[config.mk]
export PLATFORM = sky130hd
export DESIGN_NAME = pgwalk_top
export DESIGN_NICKNAME = d
export VERILOG_FILES = /design/src/rtl/pgwalk_pkg.sv /design/src/rtl/pgwalk_entry_eval.sv /design/src/rtl/pgwalk_walker.sv /design/src/rtl/pgwalk_top.sv
export SDC_FILE = /design/constraint.sdc
export NUM_CORES = 1
export LEC_CHECK = 0
export BUFFER_PORTS_ARGS = -buffer_cell sky130_fd_sc_hd__buf_2
export CORE_UTILIZATION = 45
export DETAILED_ROUTE_END_ITERATION = 8
export PLACE_DENSITY = 0.68
export REMOVE_ABC_BUFFERS = 1
export SYNTH_ARGS = -nofsm -noshare
export SYNTH_HDL_FRONTEND = slang
export SYNTH_SLANG_ARGS = --single-unit
[constraint.sdc]
create_clock -name clk -period 3.25 [get_ports clk]
set_clock_uncertainty 0.05 [all_clocks]
set_input_delay 0.65 -clock clk [delete_from_list [all_inputs] [get_ports clk]]
set_output_delay 0.65 -clock clk [all_outputs]
set_load 0.1 [all_outputs]
[src/rtl/pgwalk_pkg.sv]
package pgwalk_pkg;
  localparam int ADDR_W  = 32;
  localparam int OFF_W   = 12;
  localparam int IDX_W   = 10;
  localparam int ENT_W   = 32;
  localparam int FRAME_W = ADDR_W - OFF_W;
  localparam int ERR_W   = 3;

  localparam int BIT_PRES = 0;
  localparam int BIT_WR   = 1;
  localparam int BIT_USR  = 2;
  localparam int BIT_ACC  = 5;
  localparam int BIT_DRT  = 6;

  typedef enum logic [2:0] {
    ST_IDLE, ST_DIR_RD, ST_DIR_WB, ST_TBL_RD, ST_TBL_WB, ST_DONE
  } walk_st_e;

  function automatic logic [ADDR_W-1:0] dir_slot(input logic [FRAME_W-1:0] base_frame,
                                                 input logic [IDX_W-1:0] idx);
    return {base_frame, {OFF_W{1'b0}}} + ADDR_W'({idx, 2'b00});
  endfunction

  function automatic logic [ADDR_W-1:0] tbl_slot(input logic [FRAME_W-1:0] frame,
                                                 input logic [IDX_W-1:0] idx);
    return {frame, {OFF_W{1'b0}}} + ADDR_W'({idx, 2'b00});
  endfunction

  function automatic logic [ADDR_W-1:0] page_addr(input logic [FRAME_W-1:0] frame,
                                                  input logic [OFF_W-1:0] off);
    return {frame, off};
  endfunction

  function automatic logic access_ok(input logic usr_bit, input logic wr_bit,
                                     input logic is_wr, input logic is_usr);
    return !is_usr || (usr_bit && (!is_wr || wr_bit));
  endfunction

  function automatic logic [ENT_W-1:0] entry_update(input logic [ENT_W-1:0] ent,
                                                    input logic is_wr, input logic is_tbl);
    logic [ENT_W-1:0] r;
    r = ent;
    r[BIT_ACC] = 1'b1;
    if (is_tbl && is_wr) r[BIT_DRT] = 1'b1;
    return r;
  endfunction
endpackage

[src/rtl/pgwalk_entry_eval.sv]
module pgwalk_entry_eval
  import pgwalk_pkg::*;
(
  input  logic [ENT_W-1:0] entry,
  input  logic             is_wr,
  input  logic             is_usr,
  input  logic             is_tbl,
  output logic             present,
  output logic             perm_ok,
  output logic [ENT_W-1:0] upd_entry,
  output logic             need_wb
);
  always_comb begin
    present   = entry[BIT_PRES];
    perm_ok   = access_ok(entry[BIT_USR], entry[BIT_WR], is_wr, is_usr);
    upd_entry = entry_update(entry, is_wr, is_tbl);
    need_wb   = (upd_entry != entry);
  end
endmodule

[src/rtl/pgwalk_walker.sv]
module pgwalk_walker
  import pgwalk_pkg::*;
(
  input  logic              clk,
  input  logic              rst_n,
  input  logic [ADDR_W-1:0] dir_base,
  input  logic              paging_en,
  input  logic              req_valid,
  output logic              req_ready,
  input  logic [ADDR_W-1:0] req_vaddr,
  input  logic              req_write,
  input  logic              req_user,
  output logic              rsp_valid,
  output logic [ADDR_W-1:0] rsp_paddr,
  output logic              rsp_fault,
  output logic [ERR_W-1:0]  rsp_err,
  output logic [ADDR_W-1:0] fault_addr,
  output logic [ERR_W-1:0]  fault_code,
  output logic              mem_req,
  output logic              mem_we,
  output logic [ADDR_W-1:0] mem_addr,
  output logic [ENT_W-1:0]  mem_wdata,
  input  logic              mem_ack,
  input  logic [ENT_W-1:0]  mem_rdata
);
  walk_st_e          st;
  logic [ADDR_W-1:0] va_q, wb_addr_q, paddr_q;
  logic              wr_q, usr_q, fault_q;
  logic [ERR_W-1:0]  err_q;
  logic [ENT_W-1:0]  ent_q;
  logic [FRAME_W-1:0] tbl_frame_q;

  // named internal events
  logic req_fire, rd_ack, ent_present, ent_perm_ok, ent_need_wb, walk_fault;
  logic [ENT_W-1:0] ent_upd;
  logic [IDX_W-1:0] dir_idx, tbl_idx;

  assign req_fire  = req_valid && req_ready;
  assign rd_ack    = mem_req && !mem_we && mem_ack;
  assign dir_idx   = va_q[ADDR_W-1 -: IDX_W];
  assign tbl_idx   = va_q[OFF_W +: IDX_W];

  pgwalk_entry_eval u_eval (
    .entry     (mem_rdata),
    .is_wr     (wr_q),
    .is_usr    (usr_q),
    .is_tbl    (st == ST_TBL_RD),
    .present   (ent_present),
    .perm_ok   (ent_perm_ok),
    .upd_entry (ent_upd),
    .need_wb   (ent_need_wb)
  );

  assign walk_fault = rd_ack && (!ent_present || !ent_perm_ok);

  always_comb begin
    req_ready = (st == ST_IDLE);
    rsp_valid = (st == ST_DONE);
    rsp_paddr = paddr_q;
    rsp_fault = fault_q;
    rsp_err   = err_q;
    mem_req   = (st == ST_DIR_RD) || (st == ST_DIR_WB) || (st == ST_TBL_RD) || (st == ST_TBL_WB);
    mem_we    = (st == ST_DIR_WB) || (st == ST_TBL_WB);
    mem_wdata = ent_q;
    case (st)
      ST_DIR_RD: mem_addr = dir_slot(dir_base[ADDR_W-1:OFF_W], dir_idx);
      ST_TBL_RD: mem_addr = tbl_slot(tbl_frame_q, tbl_idx);
      default:   mem_addr = wb_addr_q;
    endcase
  end

  always_ff @(posedge clk) begin
    if (!rst_n) begin
      st          <= ST_IDLE;
      va_q        <= '0;
      wr_q        <= 1'b0;
      usr_q       <= 1'b0;
      fault_q     <= 1'b0;
      err_q       <= '0;
      paddr_q     <= '0;
      ent_q       <= '0;
      wb_addr_q   <= '0;
      tbl_frame_q <= '0;
      fault_addr  <= '0;
      fault_code  <= '0;
    end else begin
      case (st)
        ST_IDLE: if (req_fire) begin
          va_q    <= req_vaddr;
          wr_q    <= req_write;
          usr_q   <= req_user;
          fault_q <= 1'b0;
          err_q   <= '0;
          paddr_q <= req_vaddr;
          st      <= paging_en ? ST_DIR_RD : ST_DONE;
        end
        ST_DIR_RD, ST_TBL_RD: if (rd_ack) begin
          wb_addr_q <= mem_addr;
          ent_q     <= ent_upd;
          if (walk_fault) begin
            fault_q    <= 1'b1;
            err_q      <= {usr_q, wr_q, ent_present};
            fault_addr <= va_q;
            fault_code <= {usr_q, wr_q, ent_present};
            paddr_q    <= '0;
            st         <= ST_DONE;
          end else if (st == ST_DIR_RD) begin
            tbl_frame_q <= mem_rdata[ENT_W-1:OFF_W];
            st          <= ent_need_wb ? ST_DIR_WB : ST_TBL_RD;
          end else begin
            paddr_q <= page_addr(mem_rdata[ENT_W-1:OFF_W], va_q[OFF_W-1:0]);
            st      <= ent_need_wb ? ST_TBL_WB : ST_DONE;
          end
        end
        ST_DIR_WB: if (mem_ack) st <= ST_TBL_RD;
        ST_TBL_WB: if (mem_ack) st <= ST_DONE;
        ST_DONE:   st <= ST_IDLE;
        default:   st <= ST_IDLE;
      endcase
    end
  end

  p_wb_accessed_r5: assert property (@(posedge clk) disable iff (!rst_n)
    mem_req && mem_we |-> mem_wdata[BIT_ACC]);
  p_wb_after_read_r5: assert property (@(posedge clk) disable iff (!rst_n)
    mem_req && mem_we && !$past(mem_we) |-> $past(mem_ack));
  p_no_wr_before_fault_r3: assert property (@(posedge clk) disable iff (!rst_n)
    rsp_valid && rsp_fault |-> !$past(mem_we));
  p_req_stable_r12: assert property (@(posedge clk) disable iff (!rst_n)
    mem_req && !mem_ack |=> mem_req && $stable(mem_addr) && $stable(mem_we) && $stable(mem_wdata));
  p_fault_regs_r8: assert property (@(posedge clk) disable iff (!rst_n)
    rsp_valid && rsp_fault |-> fault_addr == va_q && fault_code == rsp_err);
  p_offset_kept_r7: assert property (@(posedge clk) disable iff (!rst_n)
    rsp_valid && !rsp_fault |-> rsp_paddr[OFF_W-1:0] == va_q[OFF_W-1:0]);
  p_bypass_r10: assert property (@(posedge clk) disable iff (!rst_n)
    req_fire && !paging_en |=> rsp_valid && !mem_req);
  p_busy_after_accept_r11: assert property (@(posedge clk) disable iff (!rst_n)
    req_fire |=> !req_ready);
  p_rsp_pulse_r11: assert property (@(posedge clk) disable iff (!rst_n)
    rsp_valid |=> !rsp_valid);
endmodule

[src/rtl/pgwalk_top.sv]
module pgwalk_top
  import pgwalk_pkg::*;
(
  input  logic              clk,
  input  logic              rst_n,
  input  logic              cfg_base_we,
  input  logic [ADDR_W-1:0] cfg_base_wdata,
  input  logic              cfg_paging_en,
  input  logic              req_valid,
  output logic              req_ready,
  input  logic [ADDR_W-1:0] req_vaddr,
  input  logic              req_write,
  input  logic              req_user,
  output logic              rsp_valid,
  output logic [ADDR_W-1:0] rsp_paddr,
  output logic              rsp_fault,
  output logic [ERR_W-1:0]  rsp_err,
  output logic [ADDR_W-1:0] fault_addr,
  output logic [ERR_W-1:0]  fault_code,
  output logic              mem_req,
  output logic              mem_we,
  output logic [ADDR_W-1:0] mem_addr,
  output logic [ENT_W-1:0]  mem_wdata,
  input  logic              mem_ack,
  input  logic [ENT_W-1:0]  mem_rdata
);
  localparam logic [ADDR_W-1:0] FRAME_MASK = ~ADDR_W'((64'd1 << OFF_W) - 1);

  logic [ADDR_W-1:0] base_q;

  // base register keeps only the 4 KB frame bits
  always_ff @(posedge clk) begin
    if (!rst_n)           base_q <= '0;
    else if (cfg_base_we) base_q <= cfg_base_wdata & FRAME_MASK;
  end

  pgwalk_walker u_walker (
    .clk        (clk),
    .rst_n      (rst_n),
    .dir_base   (base_q),
    .paging_en  (cfg_paging_en),
    .req_valid  (req_valid),
    .req_ready  (req_ready),
    .req_vaddr  (req_vaddr),
    .req_write  (req_write),
    .req_user   (req_user),
    .rsp_valid  (rsp_valid),
    .rsp_paddr  (rsp_paddr),
    .rsp_fault  (rsp_fault),
    .rsp_err    (rsp_err),
    .fault_addr (fault_addr),
    .fault_code (fault_code),
    .mem_req    (mem_req),
    .mem_we     (mem_we),
    .mem_addr   (mem_addr),
    .mem_wdata  (mem_wdata),
    .mem_ack    (mem_ack),
    .mem_rdata  (mem_rdata)
  );
endmodule

## After elaboration in Yosys (flattened, before gate mapping)

Cells that the tools add are included.

- Flip-flop bits (word level): 212
- Bits in latches: 0
- Memory bits (writable): 0
- Bits in read-only memories: 0
- Bits of input ports: 104
- Output and inout bits: 139
- Memories kept: 0

- Add/sub/neg operators: 2
- Multipliers: 0
- Divide/modulo/power cells: 0
- $lt $le $gt $ge: 0
- Eq/ne operators: 12
- Shifts and indexed selects: 0
- Muxes and demuxes: 25
- Bitwise logic cells: 1
- Reductions and logical operators: 28

Operator list:

| cell | count |
|---|---|
| two-way mux 32 bit | 4 |
| case mux 32 bit (2 select lines) | 2 |
| adder 32 x 12 -> 32 bit | 2 |
| two-way mux 3 bit | 10 |
| AND reduction 4 bit | 4 |
| case mux 3 bit (4 select lines) | 1 |
| logical OR 1 bit | 7 |
| == test 3 x 2 -> 1 bit (second input constant) | 2 |
| == test 3 bit (second input constant) | 2 |
| logical AND 1 bit | 6 |
| two-way mux 1 bit | 6 |
| != test 2 bit (second input constant) | 3 |
| case mux 3 bit (2 select lines) | 1 |
| zero test 1 bit | 5 |
| != test 2 x 1 -> 1 bit (second input constant) | 2 |
| AND reduction 2 bit | 2 |
| == test 3 x 1 -> 1 bit (second input constant) | 1 |
| zero test 3 bit | 1 |
| != test 3 x 2 -> 1 bit (second input constant) | 1 |
| AND reduction 3 bit | 1 |
| != test 2 bit | 1 |
| case mux 1 bit (2 select lines) | 1 |
| nonzero test 2 bit | 1 |
| OR reduction 2 bit | 1 |
| NOT 1 bit | 1 |

## Depth between registers and ports, before layout

- Depth in word-level cells: 10
- Depth in mapped cells: 7
- Gate-level depth less buffers: 4

## Modules after synthesis

A second synthesis with hierarchy kept.

- Cells, all modules: 1054
- Area, all modules: 9048.7 µm²

By module, submodules not included:

| module | times used | cells an instance | area an instance (µm²) | seq. area each (µm²) |
|---|---|---|---|---|
| pgwalk_walker | 1 | 950 | 8015.2 | 3843.7 |
| pgwalk_top | 1 | 65 | 759.5 | 400.4 |
| pgwalk_entry_eval | 1 | 39 | 274.0 | 0.0 |

## Least setup slack after synthesis

Ideal clock, no wire load.

- Path kind: register to output
- Start point: register u_walker.st[1]
- End point: output mem_addr[10]
- Data arrival time: 3.301 ns
- Data required time: 2.550 ns
- Path slack: -0.751 ns
- Stages on the path, launching flop included: 7
- Cell sequence: dfxtp_1 buf_2 buf_2 buf_2 buf_2 mux2i_1 o21ai_0

- Cells in the longest elaborated chain, start to end: 2
- Elaborated cells on any way between the ends: 3
- Those cells by class: 2 x eq/ne; 1 x mux

Ends and longest elaborated chain:

| what | RTL line | RTL |
|---|---|---|
| start, declared | pgwalk_walker.sv:26 | `walk_st_e st;` |
| start signal, assigned | pgwalk_walker.sv:95 | `st <= paging_en ? ST_DIR_RD : ST_DONE;` |
| start signal, assigned | pgwalk_walker.sv:109 | `st <= ent_need_wb ? ST_DIR_WB : ST_TBL_RD;` |
| start signal, assigned | pgwalk_walker.sv:112 | `st <= ent_need_wb ? ST_TBL_WB : ST_DONE;` |
| == test 3 x 2 -> 1 bit or == test 3 x 1 -> 1 bit (tied branches) | pgwalk_walker.sv:65 | `case (st)` |
| case mux 32 bit (2 select lines) (*) | pgwalk_walker.sv:65 |  |
| end, declared | pgwalk_top.sv:22 | `output logic [ADDR_W-1:0] mem_addr,` |

Every way passes the cells marked *; elsewhere a longest branch is shown, timed or not.

## Final worst setup path

- Start point: register u_walker.st[1]
- End point: output mem_addr[12]

The elaborated chain is that of the path after synthesis.

==> results <==
- The flow ran to the end, and the final reports show no timing, DRC or antenna violations.
- The worst-path maximum fanout is 33.
- Summed over all layers, the routed wires come to 27390 um.
- The portion of the clock cycle consumed by the worst path in the final layout is 94.80%.
- Counting the buffers created by CTS gives 24.
- The clock period minus worst slack is 3081 ps.
- The standard cell core area is 0.02030 mm2.
- Counting cells, the worst reg-to-reg path comes to 5.
- After detailed routing, the number of vias per cell comes to 5.454.
- The total congestion overflow is 0.
- The post-detailed-route DRC marker count is 0.
- Traced cell by cell, the critical path runs through buf_4 -> mux2i_1 -> o21ai_0 -> buf_2.
- The library cell contributing the largest single delay on the critical path is dfxtp_4.
- The number of primary I/O pins is 243.
- The total count of max-transition violations in the final report came to 0.
- The post-synthesis average cell area is around 8.4 um2.
- Counting flops with a built-in enable in the synthesized netlist gives 0.
- The total global-route track usage is about a quarter.
- The share of post-route cells with drive strength above 1 is 23.31%.
- Summing every instance area after synthesis gives roughly 0.0093 mm2.
- In this run the number of H-tree levels came out at 1.
- The x dimension of the die is 146.0 um.
- The global-route wire length before repair is 43310 um.
- In this run the most critical hold path is launched from mem_rdata[4].
- Sorting the synthesized cells by area gives the leading types as dfxtp_1 (46%), nand2_1 (11%), a21boi_0 (6.0%).
- At the worst endpoint, the arrival time is 2380 ps.
- The launch point of the worst path is u_walker.st[1].
- Summing all multi-input logic gate instances after layout gives roughly 0.0047 mm2.
- The count of final hold-check violations is 0.
- At the later pin of the worst-skew pair, clock insertion delay measures 500 ps.
- In this run the worst hold path is classified as in2reg.
- Counting every sink on the clock net gives approximately 210.
- In this run, post-CTS hold repair placed 0 buffers.
- The slack of the worst reg-to-reg path is 890 ps.
- After the last flow step, the layout net total stands at between 1k and 1.5k.
- The sum of net half-perimeters after detailed placement is around 17000 um.
- The count of nets left with antenna violations once routing finished came out at 0.
- The area share of the largest cell type after synthesis is 45.51%.
- Setup violations remaining at the end of the flow were counted as 0.
- After clock tree synthesis, the clock-pin slew on the worst setup and hold paths is 60 ps.
- Setup repair after global routing left no endpoint under its margin.
- In this design, the stage delay of the slowest critical-path cell is 700 ps.
- In this run the tightest slew margin relative to its limit is 43.01%.
- The instance count along the most critical hold path is 3.
- For this run, the register share of the synthesized area comes to 45.51%.
- The number of buffers on the longest clock path is 3.
- After synthesis the netlist holds a flip-flop and latch count of 212.
- TritonCTS built the clock tree.
- The worst reg2reg path endpoint is u_walker.rsp_paddr[23].
- The required time of the worst setup path is 2550 ps.
- The library cell occupying the most area in the post-synthesis netlist is dfxtp_1.
- The end point of the worst hold path is u_walker.mem_wdata[4].
- The endpoint type of the worst setup path is an output pin.
- The worst register-to-register path begins at u_walker.st[0].
- The number of violations reported at the end of detailed-routing iteration 0 is 442.
- The cell family with the largest share of critical-path delay is buffers and inverters.
- The post-cts sizing count is 0.
- The peak supply drop is ~0.00035 V.
- In this run the vertical extent of the chip is 146.0 um.
- Counting distinct cell types in the post-synthesis netlist gives between 40 and 50.
- In the final routed layout, each cell accounts on average for 17.44 um.
- The area growth from synthesis to layout is 22.03%.
- For this design the static power due to leakage is just under 5 nW.
- The placement row count is 52.
- The via count of the first global-routing pass was 8084.
- Entering global routing, the biggest net connects slightly below 80 pins.
- The measured slew at the worst slew-check pin is 853.9 ps.
- The number of buffer cells added on primary ports is 230.
- The pre-antenna-repair detailed-routing pass consisted of 6 iterations.
- The most used flip-flop cell after synthesis is dfxtp_1.
- The number of buffers and inverters on the critical path is 2.
- The die covers between 0.02 and 0.025 mm2.
- In the synthesized netlist, the number of instances is 1107.
- Adding up every negative setup slack in the final design gives 0 ps.
- The number of antenna violations at the first check in global routing is 2.
- In this run the post-CTS setup repair buffer count came out at 0.
- The filler cell count in the final layout is 1928.
- The total power is approximately 8.7 mW.
- The startpoint type of the worst setup path is a flip-flop.
- The tree is rooted in a clkbuf_16.
- The critical path in this run is classified as reg2out.
- The post-synthesis async set-or-reset flop share is 0%.
- The end-of-flow core utilization is a little under three fifths.
- For this configuration, the core starts out at a cell density of 45.94%.
- The Yosys step of the flow raised 0 warnings.
- At the end of routability-driven placement, the weighted congestion stood at 0.8050.
- The count of vias placed by the detailed router is 8569.
- For this design the ratio of total power to cell area is 763.6 mW/mm2.
- Timing would allow up to 0.3246 GHz.
- The tool flagged a number of max-cap violations equal to 0.
- The sequential cells in the finished layout cover a total of 0.004248 mm2.
==> report_power, final <==
part	leakage (nW)	internal (mW)	total, mW	switching [mW]
Sequential	1.73	2.86	3.03	0.173
Combinational	2.74	0.678	3.17	2.50
Clock	0.349	1.44	2.48	1.05
Total	4.82	4.98	8.69	3.71
==> kinds of logic after synthesis <==
group | Yosys count | synth area share, %
compound gates | 286 | 21.88
xor+xnor | 2 | 0.1879
buf+inv | 109 | 5.151
flops | 212 | 45.51
mux | 50 | 5.366
simple gates | 448 | 21.91
==> how the worst max path moves through the flow <==
stage | endpoint | slack [ps] | cells past startpoint
final | mem_addr[12] | 170 | 4
after global routing | mem_addr[12] | 100 | 4
after CTS | mem_addr[12] | 170 | 4
after detailed placement | mem_addr[12] | 710 | 4
after global placement | mem_addr[12] | 710 | 4
after floorplan | mem_addr[10] | -2060 | 2
==> cell usage in the layout (no fill, tap or decap), types with 5 or more instances in the layout <==
cell type	count
a21boi_0	75
a21boi_1	44
a21oi_1	19
a31oi_1	34
buf_12	5
buf_2	228
buf_4	23
clkbuf_1	12
clkbuf_16	25
clkinv_2	5
dfxtp_1	211
mux2i_1	50
nand2_1	282
nand3_1	52
nor2b_1	38
nor3_1	18
o211a_1	14
o21ai_0	54
o221ai_1	32
or3_1	33
==> through the flow <==
stage          instances  hold slack, ps  cell area [um2]  setup slack [ps]
2_1_floorplan       1000           393.4             8853             -2057
3_3_place_gp        1527           389.1            10670             709.4
3_5_place_dp        1527           392.0            10670             714.6
4_1_cts             1570           322.9            11380             166.0
5_1_grt             1571           328.4            11380             100.9
6_report            1571           337.0            11380             168.9
==> layout make-up <==
type                    count  area share (%)
diodes                      1         0.02199
clock buffers              38           6.014
clock inverters             5          0.2199
inverters                   2         0.06596
multi-input cells         786           40.86
flip-flops and latches    212           37.32
well taps                 270           2.968
repair buffers            257           12.52
==> state kept, by name, indices dropped and copies added, names as in the netlist <==
name and flops:
u_walker.fault_addr 32, u_walker.mem_wdata 32, u_walker.rsp_paddr 32, u_walker.va_q 32, u_walker.wb_addr_q 32, base_q 20
u_walker.tbl_frame_q 20, u_walker.fault_code 3, u_walker.rsp_err 3, u_walker.st 3, u_walker.rsp_fault 1, u_walker.usr_q 1
u_walker.wr_q 1
==> cell usage after synthesis (all sizes together) (4+ instances only) <==
library cell,n
o21ai,54
nor2b,39
a21oi,19
nand2b,4
o211a,14
a21boi,119
nor3,18
a31oi,35
nor2,4
buf,46
o221ai,32
clkbuf,61
or3,33
dfxtp,212
nand3,52
nand2,283
mux2i,50
==> routing by layer <==
layer,global-route usage [%],vias up,wire (um)
li1,-,4213,-
met1,32.95,4093,12240
met2,43.42,247,13260
met3,4.639,14,1685
met4,4.474,2,195
met5,0,-,13
==> worst min-delay path, cell delays in order <==
cell      delay (ps)
buf_2             90
nand2_1           40
a21boi_0          60
Power figures use the tool's default switching activity.
